===== src/rtl/va_xlat_tlb.sv =====
module va_xlat_tlb #(
  parameter int VA_W    = 43,
  parameter int PA_W    = 40,
  parameter int ASN_W   = 7,
  parameter int ENTRIES = 48
) (
  input  logic                  clk,
  input  logic                  rst_n,
  input  logic                  lk_valid,
  input  logic [VA_W-1:0]       lk_va,
  input  logic [ASN_W-1:0]      lk_asn,
  output logic                  lk_hit,
  output logic                  lk_miss,
  output logic [PA_W-1:0]       lk_pa,
  input  logic                  fl_valid,
  input  logic [VA_W-14:0]      fl_vpn,
  input  logic [PA_W-14:0]      fl_pfn,
  input  logic [ASN_W-1:0]      fl_asn,
  input  logic [1:0]            fl_size,
  input  logic                  inv_all
);
  localparam int PG    = 13;
  localparam int VPN_W = VA_W - PG;
  localparam int PFN_W = PA_W - PG;
  localparam int MW    = 9;
  localparam int IDX_W = $clog2(ENTRIES);

  function automatic logic [MW-1:0] size_mask(input logic [1:0] s);
    case (s)
      2'd0:    return 9'h000;
      2'd1:    return 9'h007;
      2'd2:    return 9'h03F;
      default: return 9'h1FF;
    endcase
  endfunction

  function automatic logic [IDX_W-1:0] next_slot(input logic [IDX_W-1:0] x);
    return (x == IDX_W'(ENTRIES - 1)) ? '0 : x + 1'b1;
  endfunction

  logic [ENTRIES-1:0] vld;
  logic [VPN_W-1:0]   e_vpn [ENTRIES];
  logic [PFN_W-1:0]   e_pfn [ENTRIES];
  logic [ASN_W-1:0]   e_asn [ENTRIES];
  logic [1:0]         e_sz  [ENTRIES];

  logic [ENTRIES-1:0] match;
  logic [IDX_W-1:0]   hit_idx, first_free, ptr, lh_idx, eff_lh, rr_victim, victim;
  logic               any_hit, any_free, lh_v, eff_lh_v, lk_take;
  logic [PFN_W-1:0]   pa_mask, pa_pfn;

  wire [VPN_W-1:0] lk_vpn = lk_va[VA_W-1:PG];

  for (genvar i = 0; i < ENTRIES; i++) begin : g_cmp
    wire [VPN_W-1:0] ign = {{(VPN_W-MW){1'b0}}, size_mask(e_sz[i])};
    assign match[i] = vld[i] && (e_asn[i] == lk_asn) &&
                      (((e_vpn[i] ^ lk_vpn) & ~ign) == '0);
  end

  always_comb begin
    hit_idx    = '0;
    first_free = '0;
    for (int i = ENTRIES - 1; i >= 0; i--) begin
      if (match[i]) hit_idx = IDX_W'(i);
      if (!vld[i])  first_free = IDX_W'(i);
    end
  end

  assign any_hit   = |match;
  assign any_free  = ~&vld;
  assign lk_take   = lk_valid && any_hit;
  assign pa_mask   = {{(PFN_W-MW){1'b0}}, size_mask(e_sz[hit_idx])};
  assign pa_pfn    = (e_pfn[hit_idx] & ~pa_mask) | (lk_va[PG +: PFN_W] & pa_mask);

  assign eff_lh_v  = lk_take || lh_v;
  assign eff_lh    = lk_take ? hit_idx : lh_idx;
  assign rr_victim = (eff_lh_v && ptr == eff_lh) ? next_slot(ptr) : ptr;
  assign victim    = any_free ? first_free : rr_victim;

  always_ff @(posedge clk) begin
    if (!rst_n) begin
      lk_hit  <= 1'b0;
      lk_miss <= 1'b0;
      lk_pa   <= '0;
      vld     <= '0;
      ptr     <= '0;
      lh_v    <= 1'b0;
      lh_idx  <= '0;
    end else begin
      lk_hit  <= lk_take;
      lk_miss <= lk_valid && !any_hit;
      lk_pa   <= lk_take ? {pa_pfn, lk_va[PG-1:0]} : '0;
      if (inv_all) begin
        vld  <= '0;
        lh_v <= 1'b0;
      end else begin
        if (lk_take) begin
          lh_v   <= 1'b1;
          lh_idx <= hit_idx;
        end
        if (fl_valid) begin
          vld[victim] <= 1'b1;
          if (!any_free) ptr <= next_slot(rr_victim);
        end
      end
    end
  end

  always_ff @(posedge clk) begin
    if (fl_valid && !inv_all) begin
      e_vpn[victim] <= fl_vpn;
      e_pfn[victim] <= fl_pfn;
      e_asn[victim] <= fl_asn;
      e_sz[victim]  <= fl_size;
    end
  end
endmodule



===== config.mk =====
export PLATFORM = sky130hd
export DESIGN_NAME = va_xlat_tlb
export DESIGN_NICKNAME = d
export VERILOG_FILES = /design/src/rtl/va_xlat_tlb.sv
export SDC_FILE = /design/constraint.sdc
export NUM_CORES = 2
export LEC_CHECK = 0
export ABC_AREA = 1
export BUFFER_PORTS_ARGS = -buffer_cell sky130_fd_sc_hd__buf_2
export CORE_UTILIZATION = 35
export CTS_BUF_LIST = sky130_fd_sc_hd__clkbuf_16
export CTS_CLUSTER_SIZE = 10
export DETAILED_ROUTE_END_ITERATION = 8
export GPL_TIMING_DRIVEN = 0
export RECOVER_POWER = 25
export SLEW_MARGIN = 20
export SYNTH_ARGS = -nofsm -noshare
export SYNTH_HDL_FRONTEND = slang
export SYNTH_SLANG_ARGS = --single-unit

===== constraint.sdc =====
create_clock -name clk -period 10.4 [get_ports clk]
set_input_delay 0 -clock clk [delete_from_list [all_inputs] [get_ports clk]]
set_output_delay 0 -clock clk [all_outputs]
set_load 0.01 [all_outputs]

== After elaboration in Yosys (flattened, before gate mapping) ==
Memories as Yosys holds them, arrays and structs flattened.
Cells that the tools add are included.

* Word-level logic and storage cells: 675
* ROM bits: 0
* Bits in latches: 0
* Register bits: 103
* Memories: 4
* Input port bits: 121
* Bits in writable memories: 3168
* Output and inout port bits: 42

{| class="wikitable"
|+ Memories
! memory !! depth !! width !! rd ports !! clocked after Yosys merged registers in !! wr ports !! RTL line !! RTL
|-
| e_vpn || 48 || 30 || 48 || 0 || 1 || 42 || <nowiki>logic [VPN_W-1:0] e_vpn [ENTRIES];</nowiki>
|-
| e_pfn || 48 || 27 || 1 || 0 || 1 || 43 || <nowiki>logic [PFN_W-1:0] e_pfn [ENTRIES];</nowiki>
|-
| e_asn || 48 || 7 || 48 || 0 || 1 || 44 || <nowiki>logic [ASN_W-1:0] e_asn [ENTRIES];</nowiki>
|-
| e_sz || 48 || 2 || 49 || 0 || 1 || 45 || <nowiki>logic [1:0] e_sz [ENTRIES];</nowiki>
|}

* Div/mod/pow operators: 0
* Shift-type cells: 0
* Eq/ne operators: 149
* $lt $le $gt $ge: 2
* Multiply operators: 0
* Add/sub/neg operators: 2
* Bitwise operators: 151
* Reductions and logical operators: 206
* Mux-type cells: 154

{| class="wikitable"
|+ Operator list
! operator !! count
|-
| $and A30 B30 Y30 || 48
|-
| $logic_not A30 Y1 || 48
|-
| $not A9 Y30 || 48
|-
| $xor A30 B30 Y30 || 48
|-
| $pmux W9 S3 || 49
|-
| $mux W6 || 101
|-
| $eq A7 B7 Y1 || 48
|-
| $logic_and A1 B1 Y1 || 101
|-
| $eq A2 B1 Y1 const B || 49
|-
| $eq A2 B2 Y1 const B || 49
|-
| $logic_not A2 Y1 || 49
|-
| $reduce_and A50 Y1 || 1
|-
| $or A48 B48 Y48 || 1
|-
| $reduce_and A48 Y1 || 1
|-
| $reduce_or A48 Y1 || 1
|-
| $and A27 B27 Y27 || 1
|-
| $and A27 B9 Y27 || 1
|-
| $not A9 Y27 || 1
|-
| $or A27 B27 Y27 || 1
|-
| $add A6 B1 Y6 const B || 2
|-
| $eq A6 B6 Y1 const B || 2
|-
| $lt A6 B7 Y1 const B || 1
|-
| $demux W1 S6 || 1
|-
| $eq A6 B6 Y1 || 1
|-
| other kinds (7) || 11
|}

== Depth between registers and ports, before layout ==
An unclocked memory read counts as a cell.

* Depth in word-level cells: 65
* Mapped depth: 73
* Mapped depth without buffers: 71

== Least setup slack after synthesis ==
Ideal clock, no wire load.

* Path type: reg2reg
* Start point: memory e_vpn[40][14] (netlist name)
* End point: memory e_asn[14][0] (enable)
* Required time: 9909 ps
* Clock period less this slack: 7428 ps
* Stages on the path, launching flop included: 56
* Setup time: 491 ps
* Buffers on the path: 1
* Arrival: 6937 ps
* Path slack: 2972 ps
* Cell sequence: edfxtp_1 or2_2 a221oi_1 nand4_1 nor3_1 nand2_1 nand2_1 nand2_1 nand2_1 nand2_1 nand2_1 nand2_1 nand2_1 nand2_1 nand2_1 nand2_1 nand2_1 nand2_1 [20 not listed] nand2_1 nand2_1 nand2_1 nand2_1 nand2_1 nand2_1 nand2_1 nand2_2 nand3_2 nand2_2 nand2_1 nand3_1 o21ai_1 nand2_1 a21oi_4 nand3_4 buf_4 nor2_1

{| class="wikitable"
|+ RTL lines
! item !! RTL line
|-
| from (decl) || 42
|-
| to (decl) || 44
|}

== Worst setup path after layout ==
* Start point: register vld[42]
* End point: register lk_pa[29]

* Word-level cells in the longest chain between the ends: 48
* Elaborated cells on any way between the ends: 51
* Classes of those cells: 43 x mux; 2 x bitwise; 5 x reduce/logical; 1 x memory

{| class="wikitable"
|+ Ends and longest elaborated chain
! item !! RTL line !! RTL
|-
| from (decl) || 41 || <nowiki>logic [ENTRIES-1:0] vld;</nowiki>
|-
| from (signal assigned) || 85 || <nowiki>vld <= '0;</nowiki>
|-
| from (signal assigned) || 94 || <nowiki>vld <= '0;</nowiki>
|-
| from (signal, indexed assignment) || 102 || <nowiki>vld[victim] <= 1'b1;</nowiki>
|-
| $logic_and A1 B1 Y1 (*) (2 in a row) || 56 || <nowiki>assign match[i] = vld[i] && (e_asn[i] == lk_asn) &&</nowiki>
|-
| $mux W6 (43 in a row) || 64 || <nowiki>if (match[i]) hit_idx = IDX_W'(i);</nowiki>
|-
| $mem_v2 Z48 W27 || -- ||
|-
| $and A27 B27 Y27 || 73 || <nowiki>assign pa_pfn = (e_pfn[hit_idx] & ~pa_mask) | (lk_va[PG +: PFN_W] & pa_mask);</nowiki>
|-
| $or A27 B27 Y27 || 73 ||
|-
| to (signal assigned) || 92 || <nowiki>lk_pa <= lk_take ? {pa_pfn, lk_va[PG-1:0]} : '0;</nowiki>
|-
| to (decl) || 14 || <nowiki>output logic [PA_W-1:0] lk_pa,</nowiki>
|}

Mark *: on every way between the ends. The rest lies on a longest branch, timed or not.
A chain may end at the register's enable or synchronous reset.

==> out/results.md <==
### Worst hold path
* in -> reg — class of the most critical hold timing path
* lk_valid — startpoint of the worst hold path
* 6 — depth of the worst hold-timing path
* lh_idx[4] — worst min-delay path endpoint

### STA
* 0.758 ns — smallest setup slack after layout
* 0.0981 ns — setup clock skew after layout
* 0.927 — Tcrit/Tclk final
* 104 MHz — Max Freq
* 0 ns — setup TNS after final layout
* 9.64 ns — Tmin final
* 0 — final hold violation count
* no — RSZ-0062 raised after global routing
* 0 — total setup violations reported at the end of the flow
* 2124 — final max-slew violation count
* -1.80 — worst max-slew margin expressed relative to the limit
* 4.20 ns — Tightest Pin Transition

### GRT
* 0.254 — Global Route Usage Sum
* 91.1k — via count of the first global-routing pass
* 0.0606 — GR Util met3
* 0 — Congestion Overflow GR
* 41 — antenna violations before repair
* 0.390 — routing usage on met2
* 49 — maximum number of pins on one net before global-route repair
* met2 — busiest layer in global routing
* 0.331 — met1 layer usage reported by global route
* 710000 um — wire length of the first global-routing pass

### CTS
* 105 — Post-CTS Hold Fix Bufs
* 3271 — Clock Sinks
* 373 — number of buffers inserted during clock tree synthesis
* 0.06 ns — register clock-pin slew on the reported worst setup and hold paths
* 0 — Post-CTS Setup Repair Bufs
* 5 — H-tree levels
* 0 — number of cells upsized or downsized after cts
* built — CTS tree
* 4 — buffer depth of the longest clock path
* sky130_fd_sc_hd__clkbuf_16 — root buffer selected by CTS
* 1.02 ns — clock insertion delay at the later pin of the skew report

### Drt
* 30.3 um — final routed wire length divided by cell count
* 0 — DRC violation count after routing
* 98.5k — DR vias
* 0 — number of routed nets with antenna violations
* 15.3k — DRC marker count from the first detailed-route iteration
* 520000 um — wire length after detailed routing
* 6 — drt pass-1 iters
* 5.73 — routed via count divided by cell count

### Yosys
* 11.0k — gate count after technology mapping
* 0 — warnings from Yosys
* 62 — Unique masters post-synth
* 0.693 — area fraction of the dominant cell type after synthesis
* 0 — share of flip-flops with an asynchronous set or reset after synthesis
* 0.708 — share of the yosys chip area belonging to registers
* sky130_fd_sc_hd__edfxtp_1 — primary flip-flop cell chosen by synthesis mapping
* 0.137 mm^2 — Syn Std Cell Area
* sky130_fd_sc_hd__edfxtp_1, sky130_fd_sc_hd__nand2_1, sky130_fd_sc_hd__xnor2_1, sky130_fd_sc_hd__nand3_1, sky130_fd_sc_hd__o21ai_0 — top post-synthesis cells by area
* 3271 — post-synthesis sequential element count
* sky130_fd_sc_hd__edfxtp_1 — biggest area consumer among synthesized cells
* 11.2k — post-synthesis net count
* 12.4 um^2 — Syn Area/Cell
* 3168 — Post-synth EDFFs

### Setup path
* 37 — count of cells along the worst register-to-register path
* sky130_fd_sc_hd__nor2_1 — Critical Path Most Common Cell
* lk_pa[29] — reg-to-reg endpoint
* simple AND/OR/NAND/NOR gates — Largest delay share family, worst path
* 10.39 ns — Critical Path AT
* vld[42] — worst flop-to-flop path startpoint
* 0.99 ns — maximum cell stage delay along the critical path
* reg -> reg — critical path start-end classification
* register — critical path launch point type
* 5 — worst path buffer plus inverter count
* 10 — maximum net fanout on the critical path
* sky130_fd_sc_hd__o21ai_0 — slowest stage cell on the critical path
* 0.76 ns — minimum setup slack among reg-to-reg paths
* 11.15 ns — Crit path required time
* register — Critical Path Sink Type

### Pwr
* 27.6 mW — Total Power Consumption
* 0.158 mV — worst vdd ir
* 0.526 — sequential fraction of design power
* 0.224 — Net Sw Frac
* 0.045 — Comb power frac
* 6.17 mW — net load switching power
* 54.6 nW — Lkg Pwr
* 0.429 — proportion of power drawn by the clock network
* 172 mW/mm^2 — Pwr per Cell Area
* 21.4 mW — cell-internal power

### Floorplanning
* 163 — I/O pins
* 229 — Site Rows
* 0.390 mm^2 — Std-Cell Core Area
* 628 um — Die Ht
* 0.352 — Initial Util
* 628 um — horizontal die dimension
* 0.395 mm^2 — full die area

### Finish
* 12.0k — total number of nets in the final design
* 0.411 — final core occ
* 0.110 — fraction of final layout cells sized beyond drive strength 1
* 17.2k — non-filler cells in the finished layout
* 16.7% — synth-to-layout area growth

### Placement
* 138 — # port buffers
* 0.947 — placer congestion estimate
* 0.301 ns — pre-CTS worst setup slack
* 16.6k — Placed Cells incl. Taps
* 347000 um — placed wire-length estimate

### Run status
* finished with violations — run status
* max-capacitance violations, max-slew violations — violations in the final reports

### Run
* 67 — max-capacitance violation count

==> Yosys cell counts, types with 108 or more instances <==
cell and count:
sky130_fd_sc_hd__a21oi_1 337, sky130_fd_sc_hd__a22o_1 139, sky130_fd_sc_hd__buf_2 291, sky130_fd_sc_hd__clkbuf_1 149, sky130_fd_sc_hd__edfxtp_1 3168, sky130_fd_sc_hd__inv_1 205, sky130_fd_sc_hd__nand2_1 3001, sky130_fd_sc_hd__nand3_1 615
sky130_fd_sc_hd__nand4_1 108, sky130_fd_sc_hd__nor2_1 445, sky130_fd_sc_hd__nor4_1 177, sky130_fd_sc_hd__o21ai_0 437, sky130_fd_sc_hd__o22ai_1 222, sky130_fd_sc_hd__xnor2_1 546, sky130_fd_sc_hd__xor2_1 182
==> cells by family (layout without fill, tap and decap cells) <==
logic type                 count (synthesis)  in the layout  synth area share
adders and majority gates                  1              1         0.0000911
and+or+nand+nor                         4597           4597             0.142
buffers and inverters                    852           1794            0.0291
other                                      0             24                 0
DFF                                     3271           3271             0.708
AOI/OAI and AO/OA                       1584           1584            0.0744
xor gates and xnor gates                 728            728            0.0465
==> worst min-delay path, cell delays in order <==
cell and delay (ns):
sky130_fd_sc_hd__dlygate4sd3_1 0.55, sky130_fd_sc_hd__buf_2 0.16, sky130_fd_sc_hd__nand2_4 0.09, sky130_fd_sc_hd__o21ai_1 0.11, sky130_fd_sc_hd__o21ai_0 0.16, sky130_fd_sc_hd__inv_1 0.04
==> registers in the layout, indices dropped and copies added, names as in the netlist <==
| register | flops |
|---|---|
| e_asn | 336 |
| lk_hit | 1 |
| e_sz | 96 |
| e_pfn | 1296 |
| lh_idx | 6 |
| lh_v | 1 |
| vld | 48 |
| lk_pa | 40 |
| lk_miss | 1 |
| e_vpn | 1440 |
| ptr | 6 |
==> power groups by stage <==
stage                     Sequential (mW)  Clock (mW)  Combinational (mW)
final                                14.5        11.8                1.25
after global routing                 14.5        12.3                1.26
after CTS                            14.5        11.8                1.23
after detailed placement             14.7           0                1.19
after global placement               14.8           0                1.13
after floorplan                      14.7           0               0.475
==> metal layers <==
layer / vias up / wire length [um]
met2: 7040 / 228000
met4: 14 / 35300
li1: 41400 / -
met5: - / 111
met1: 48600 / 192000
met3: 1481 / 65400
==> per-stage QoR <==
stage / cell area (um^2) / hold slack (ns)
2_1_floorplan: 137000 / 0.0989
3_3_place_gp: 144000 / 0.214
3_5_place_dp: 149000 / 0.219
4_1_cts: 161000 / 0.0125
5_1_grt: 160000 / 0.212
6_report: 160000 / 0.163
==> cell usage in the layout (no fill, tap or decap), drive strengths merged, types with 21 or more instances in the layout <==
cell / n
buf: 723
nor4: 178
a2111oi: 21
nand3: 623
or3: 36
edfxtp: 3168
a21oi: 342
dlygate4sd3: 105
o21ai: 461
or2: 92
clkinv: 24
xor2: 182
clkbuf: 606
a22o: 139
a31o: 33
diode: 24
o211ai: 56
a211oi: 49
a32oi: 22
dfxtp: 103
nor3: 52
nand3b: 21
a221oi: 76
nor2: 450
a211o: 89
inv: 329
o22ai: 222
nand2: 3012
nand4: 108
xnor2: 546
==> final cells by class <==
cell class                 instances  area [um^2]
multi-input combinational       6910        36500
timing repair buffer             440         5600
clock buffer                     382         9560
sequential                      3271        97200
fill                           36200       229000
inverter                         240          901
tap                             5197         6500
clock inverter                   120          807
antenna                           24         60.1
buffer                           612         3120
==> worst max-delay path by stage <==
| stage | start | endpoint | slack, ns | depth (start not counted) |
|---|---|---|---|---|
| finish | vld[42] | lk_pa[29] | 0.76 | 37 |
| global route | vld[47] | lk_pa[32] | 0.56 | 38 |
| global placement | lk_va[36] | e_pfn[5][26] | -5.17 | 28 |
| detailed placement | lk_va[42] | lk_pa[27] | 0.30 | 29 |
| CTS | vld[46] | lk_pa[27] | 1.19 | 39 |
| floorplan | e_vpn[40][14] | e_asn[14][0] | 2.97 | 55 |
Power figures use the tool's default switching activity.
